[config.mk]
export PLATFORM = sky130hd
export DESIGN_NAME = corl_dump_seq
export DESIGN_NICKNAME = d
export VERILOG_FILES = /design/src/rtl/corl_dump_seq.sv
export SDC_FILE = /design/constraint.sdc
export NUM_CORES = 2
export LEC_CHECK = 0
export BUFFER_PORTS_ARGS = -buffer_cell sky130_fd_sc_hd__buf_2
export CORE_UTILIZATION = 55
export DETAILED_ROUTE_END_ITERATION = 10
export PLACE_DENSITY = 0.78
export REMOVE_ABC_BUFFERS = 1
export SLEW_MARGIN = 40
export SYNTH_ARGS = -nofsm -noshare
export SYNTH_HDL_FRONTEND = slang
export SYNTH_SLANG_ARGS = --single-unit
export TNS_END_PERCENT = 1
[constraint.sdc]
create_clock -name clk -period 21 [get_ports clk]
set_input_delay 4.2 -clock clk [delete_from_list [all_inputs] [get_ports clk]]
set_output_delay 4.2 -clock clk [all_outputs]
set_load 0.05 [all_outputs]
[src/rtl/corl_dump_seq.sv]
module corl_dump_seq #(
  parameter int          NUM_UNITS  = 4,
  parameter logic [31:0] SYS_BASE   = 32'hF000_0000,
  parameter logic [31:0] WIN_OFS    = 32'h0040_0000,
  parameter logic [31:0] WIN_STRIDE = 32'h0008_0000,
  parameter logic [31:0] BLK_STRIDE = 32'h0001_0000,
  parameter int          WIN_BYTES  = 128
) (
  input  logic                   clk,
  input  logic                   rst_n,
  input  logic                   start,
  input  logic [31:0]            base_addr,
  input  logic [NUM_UNITS*32-1:0] cfg_ver,
  input  logic [NUM_UNITS*32-1:0] cfg_lo,
  input  logic [NUM_UNITS*32-1:0] cfg_hi,
  output logic                   rd_req,
  output logic [31:0]            rd_addr,
  input  logic                   rd_ready,
  input  logic                   rd_valid,
  input  logic [31:0]            rd_data,
  output logic                   wr_en,
  output logic [31:0]            wr_addr,
  output logic [31:0]            wr_data,
  input  logic                   wr_ready,
  output logic                   done,
  output logic [31:0]            dump_bytes
);
  localparam int          UW        = $clog2(NUM_UNITS + 1);
  localparam logic [UW-1:0] SYS_IDX = UW'(NUM_UNITS);
  localparam logic [31:0] WINB      = 32'(WIN_BYTES);
  localparam logic [31:0] SYS_DST   = 32'(NUM_UNITS * WIN_BYTES);
  localparam logic [31:0] HDR_BYTES = 32'((NUM_UNITS + 1) * WIN_BYTES);

  typedef enum logic [1:0] {S_IDLE, S_RD, S_WAIT, S_WR} st_t;
  typedef enum logic [1:0] {K_REG, K_BLK, K_FIN} kind_t;

  st_t          st;
  kind_t        kind;
  logic [UW-1:0] idx;
  logic [3:0]   blk;
  logic [31:0]  off, dptr, data_q, base_q;
  logic [3:0]   nb_q  [NUM_UNITS];
  logic [31:0]  bsz_q [NUM_UNITS];

  logic [3:0]   dec_nb  [NUM_UNITS];
  logic [31:0]  dec_bsz [NUM_UNITS];

  generate
    for (genvar u = 0; u < NUM_UNITS; u++) begin : g_dec
      logic [31:0] v, a, b, wrd;
      logic        newf;
      logic [3:0]  pk;
      logic [11:0] lg, qc;
      logic [10:0] md;
      logic [4:0]  nbw;
      logic        unused_bits;
      assign v    = cfg_ver[u*32 +: 32];
      assign a    = cfg_lo[u*32 +: 32];
      assign b    = cfg_hi[u*32 +: 32];
      assign newf = v[7:0] >= 8'd2;
      assign pk   = (!newf || a[11:8] == 4'd0) ? 4'd1 : a[11:8];
      assign lg   = newf ? a[23:12] : a[19:8];
      assign md   = newf ? {4'd0, a[30:24]} : a[30:20];
      assign qc   = b[11:0];
      assign nbw  = ({1'b0, a[7:4]} + {1'b0, pk} - 5'd1) / {1'b0, pk};
      assign wrd  = 32'(pk) * 32'(lg) + 32'(md) + 32'(qc);
      assign dec_bsz[u] = {wrd[28:0], 3'b000};
      assign dec_nb[u]  = (wrd == 32'd0) ? 4'd0 : nbw[3:0];
      assign unused_bits = ^{v[31:8], a[31], a[3:0], b[31:12]};
    end
  endgenerate

  logic [31:0] tot;
  always_comb begin
    tot = HDR_BYTES;
    for (int u = 0; u < NUM_UNITS; u++)
      tot = tot + 32'(dec_nb[u]) * dec_bsz[u];
  end

  logic [3:0]  cur_nb;
  logic [31:0] cur_bsz;
  always_comb begin
    cur_nb  = '0;
    cur_bsz = '0;
    for (int u = 0; u < NUM_UNITS; u++)
      if (idx == UW'(u)) begin
        cur_nb  = nb_q[u];
        cur_bsz = bsz_q[u];
      end
  end

  logic [UW-1:0] nxt;
  always_comb begin
    nxt = SYS_IDX;
    for (int u = NUM_UNITS - 1; u >= 0; u--)
      if (nb_q[u] != 4'd0 && (kind == K_REG || UW'(u) > idx)) nxt = UW'(u);
  end

  logic [31:0] win, seg_src, seg_len;
  logic        last_word;
  assign win = base_q + WIN_OFS + 32'(idx) * WIN_STRIDE;
  always_comb begin
    case (kind)
      K_REG:   seg_src = (idx == SYS_IDX) ? SYS_BASE : win;
      K_BLK:   seg_src = win + BLK_STRIDE * (32'(blk) + 32'd1);
      default: seg_src = SYS_BASE;
    endcase
  end
  assign seg_len   = (kind == K_BLK) ? cur_bsz : WINB;
  assign last_word = (off + 32'd4) >= seg_len;

  assign rd_req  = (st == S_RD);
  assign rd_addr = seg_src + off;
  assign wr_en   = (st == S_WR);
  assign wr_addr = dptr;
  assign wr_data = data_q;

  always_ff @(posedge clk) begin
    if (!rst_n) begin
      st         <= S_IDLE;
      kind       <= K_REG;
      idx        <= '0;
      blk        <= '0;
      off        <= '0;
      dptr       <= '0;
      data_q     <= '0;
      base_q     <= '0;
      done       <= 1'b0;
      dump_bytes <= '0;
      for (int u = 0; u < NUM_UNITS; u++) begin
        nb_q[u]  <= '0;
        bsz_q[u] <= '0;
      end
    end else begin
      done <= 1'b0;
      case (st)
        S_IDLE: if (start) begin
          for (int u = 0; u < NUM_UNITS; u++) begin
            nb_q[u]  <= dec_nb[u];
            bsz_q[u] <= dec_bsz[u];
          end
          base_q     <= base_addr;
          dump_bytes <= tot;
          kind       <= K_REG;
          idx        <= '0;
          blk        <= '0;
          off        <= '0;
          dptr       <= '0;
          st         <= S_RD;
        end
        S_RD:   if (rd_ready) st <= S_WAIT;
        S_WAIT: if (rd_valid) begin
          data_q <= rd_data;
          st     <= S_WR;
        end
        S_WR: if (wr_ready) begin
          st   <= S_RD;
          dptr <= dptr + 32'd4;
          off  <= off + 32'd4;
          if (last_word) begin
            off <= '0;
            case (kind)
              K_REG: begin
                if (idx < SYS_IDX) idx <= idx + 1'b1;
                else if (nxt != SYS_IDX) begin
                  kind <= K_BLK;
                  idx  <= nxt;
                  blk  <= '0;
                end else begin
                  kind <= K_FIN;
                  dptr <= SYS_DST;
                end
              end
              K_BLK: begin
                if (({1'b0, blk} + 5'd1) < {1'b0, cur_nb}) blk <= blk + 4'd1;
                else if (nxt != SYS_IDX) begin
                  idx <= nxt;
                  blk <= '0;
                end else begin
                  kind <= K_FIN;
                  dptr <= SYS_DST;
                end
              end
              default: begin
                st   <= S_IDLE;
                done <= 1'b1;
              end
            endcase
          end
        end
        default: st <= S_IDLE;
      endcase
    end
  end


  rd_hold_chk: assert property (@(posedge clk) disable iff (!rst_n)
    rd_req && !rd_ready |=> rd_req && $stable(rd_addr));


  wr_hold_chk: assert property (@(posedge clk) disable iff (!rst_n)
    wr_en && !wr_ready |=> wr_en && $stable(wr_addr) && $stable(wr_data));


  done_pulse_chk: assert property (@(posedge clk) disable iff (!rst_n)
    done |=> !done);


  done_cause_chk: assert property (@(posedge clk) disable iff (!rst_n)
    done |-> $past(wr_en && wr_ready));


  wr_range_chk: assert property (@(posedge clk) disable iff (!rst_n)
    wr_en |-> (wr_addr < dump_bytes));


  size_hold_chk: assert property (@(posedge clk) disable iff (!rst_n)
    (rd_req || wr_en) && $past(rd_req || wr_en) |-> $stable(dump_bytes));
endmodule

==> summary.txt <==
Drt
  – DR DRC count: 0
  – WL/cell: 16.4 um
  – Routed vias: 31300
  – Drt pass-1 iters: 6
  – Via/cell ratio: 5.66
  – WL final: 90.9 mm
  – Initial drt markers: 2539
  – Final ANT Viol Nets: 0

Critical path
  – Reg2reg setup slack: 15.47 ns
  – Req. time, crit path: 21.44 ns
  – Critical path endpoint category: register
  – CP max stage cell: o41ai_1
  – Crit Path Category: in -> reg
  – Worst flop-to-flop path endpoint: wr_addr[16]
  – Maximum fanout along the worst path: 28
  – RR Startpoint: idx[0]
  – Max incr delay on CP: 0.62 ns
  – Worst Path Arrival: 19.73 ns
  – Crit path top cell by count: ha_1
  – Kind of start point of the critical path: input port
  – FF-to-FF path depth: 19

Synth
  – Cell variety after synth: 90
  – Post-synthesis sequential element count: 247
  – Post-synth top area share: 19.4%
  – Synth Cell Area: 0.0353 mm2
  – Synth top area cells: fa_1 (19%), ha_1 (14%), dfxtp_1 (9.2%), nand2_1 (8.3%), edfxtp_1 (7.1%)
  – Yosys warnings: 0
  – Avg Cell Area, Syn: 8.07 um2
  – Async SR Flop Fraction: 0%
  – Yosys top cell by area: fa_1
  – Sequential fraction of the synthesis area: 16.4%
  – Ys flop type: dfxtp_1
  – Post-synth EDFFs: 84
  – Syn Inst Count: 4380

Clock tree
  – Clock sinks: 247
  – CTS tree: done
  – Root Driver: clkbuf_16
  – Clk buf depth: 3
  – Clock Latency Late Sink: 0.61 ns
  – H-tree levels: 1
  – Worst-path clk slew: 0.06 ns
  – Total CTS buffers: 30
  – CTS resizes: 0
  – Post-CTS setup buffers: 0
  – CTS Hold Bufs: 0

Cells and area
  – Share of cells above drive strength 1: 11.2%
  – Diodes inserted: 0
  – Most common cell after layout, fill and taps aside: nand2_1
  – Nets: 5871
  – Filler cells: 5586
  – Area Overhead vs Synth: 10.3%
  – Most frequent cells in the layout: nand2_1 (776), inv_1 (507), ha_1 (404), buf_2 (377), fa_1 (342)

Global routing
  – Initial antenna violation count: 3
  – GR Overflow Total: 0
  – Met2 Use GR: 46.5%
  – Total track usage: 27.7%
  – Global-route wire length before repair: 150 mm
  – Vias in the first global route: 30000
  – Largest net degree at the start of global routing: 79
  – Grt peak-use layer: met2
  – Met1 Use GR: 36.5%
  – M3 GR Usage: 3.71%

STA
  – RSZ-0062 raised after global routing: false
  – Period utilization: 91.9%
  – Max-slew violation count: 0
  – Clk_skew: 0.0299 ns
  – Max-slew headroom: 43.9%
  – Fin Setup TNS: 0 ns
  – Final hold viol count: 0
  – Fmax: 0.0518 GHz
  – Setup Viol. Count Final: 0
  – Min cycle time layout: 19.29 ns
  – Slew @ Worst Pin: 0.839 ns

Placement
  – DP HPWL: 74.0 mm
  – I/O Buffers: 377
  – Gpl congestion: 0.939

Floorplan
  – Initial Utilization: 55.8%
  – # IOs: 585
  – Rows: 92
  – Die area: 0.0652 mm2
  – Die Wd: 255 um
  – Die Ht: 255 um
  – Core Box Area: 0.0633 mm2

Worst hold path
  – Hold/Removal Path Class: reg -> reg
  – Min-Delay Endpoint: dump_bytes[21]
  – Hold path cells: 2
  – Hold wc startpoint: dump_bytes[21]

Run
  – Max-cap violations: 0

Run status
  – Outcome: finished clean
metrics by stage:
| step | setup WS [ns] | instances | util [%] | hold slack (ns) | area [um2] |
|---|---|---|---|---|---|
| 2_1_floorplan | 2.33 | 4237 | - | 0.441 | 34700 |
| 3_3_place_gp | 1.58 | 5485 | 59.8 | 0.434 | 37900 |
| 3_5_place_dp | 1.20 | 5485 | 59.9 | 0.437 | 37900 |
| 4_1_cts | 1.74 | 5540 | 61.5 | 0.453 | 39000 |
| 5_1_grt | 0.536 | 5540 | 61.5 | 0.473 | 39000 |
| 6_report | 1.71 | 5540 | 61.5 | 0.448 | 39000 |
metal layers:
| metal | routed length (um) | share of wire, % |
|---|---|---|
| met2 | 42600 | 47 |
| met4 | 3360 | 3.7 |
| met5 | 0 | 0 |
| met1 | 38400 | 42 |
| met3 | 6560 | 7.2 |
area by class of cell:
class	instances	area, um2	area share (%)
clock inverter	21	240	0.617
multi-input combinational	3477	27100	69.5
sequential	247	5790	14.8
tap	846	1060	2.72
inverter	513	1930	4.95
clock buffer	34	806	2.07
timing repair buffer	402	2080	5.33
sequential cells by signal, summed over array words and instances, names as in the netlist:
register,flops
blk,4
idx,3
bsz_q,68
nb_q,16
done,1
kind,2
off,30
dump_bytes,25
st,2
wr_addr,32
base_q,32
wr_data,32
critical path, delay by kind of cell:
| family | cells | cell delay, ns |
|---|---|---|
| compound gates | 26 | 5.52 |
| xor+xnor | 3 | 0.47 |
| fa+ha+maj | 14 | 4.61 |
| buf+inv | 7 | 0.80 |
| mux | 2 | 0.56 |
| simple gates | 13 | 3.52 |
logic make-up after synthesis:
logic type / after synthesis / share of synthesized area (%)
flip-flops: 247 / 16.4
AND/OR/NAND/NOR: 1656 / 21.4
buffers and inverters: 663 / 7.25
XOR/XNOR: 226 / 5.60
multiplexers: 27 / 0.808
AO/OA/AOI/OAI: 814 / 14.8
other: 1 / 0.0106
adder cells (fa/ha/maj): 746 / 33.7
worst max-delay path by stage:
stage          slack (ns)  cells after the start        start        endpoint
2_1_floorplan        2.33                     59   cfg_ver[4]  dump_bytes[25]
3_3_place_gp         1.58                     65  cfg_ver[36]  dump_bytes[25]
3_5_place_dp         1.20                     65  cfg_ver[36]  dump_bytes[25]
4_1_cts              1.74                     65  cfg_ver[36]  dump_bytes[25]
5_1_grt              0.54                     65  cfg_ver[36]  dump_bytes[25]
6_report             1.71                     65  cfg_ver[36]  dump_bytes[25]
Yosys cell counts, drive strengths merged, types with 7 or more instances:
cell type and number:
o21bai 13, buf 29, dfxtp 163, a311oi 11
a22oi 32, o31ai 17, mux2 12, and4 7
o21ai 193, and3 72, a2111oi 7, a21o 75
a22o 40, o22ai 11, nor2 314, a211o 8
xor2 93, nand4 26, nor2b 52, nand3 70
fa 342, clkbuf 121, and2 100, o21a 48
inv 511, nor4 26, mux2i 15, a21boi 22
or2 25, nand2 778, ha 404, a31oi 15
o211ai 7, xnor2 133, nor3 67, a21oi 232
nor3b 11, or3 30, a211oi 21, edfxtp 84
nand2b 57
Power is not shown: default switching activity piles up to over one toggle a cycle in this logic, so the estimate is an artifact.
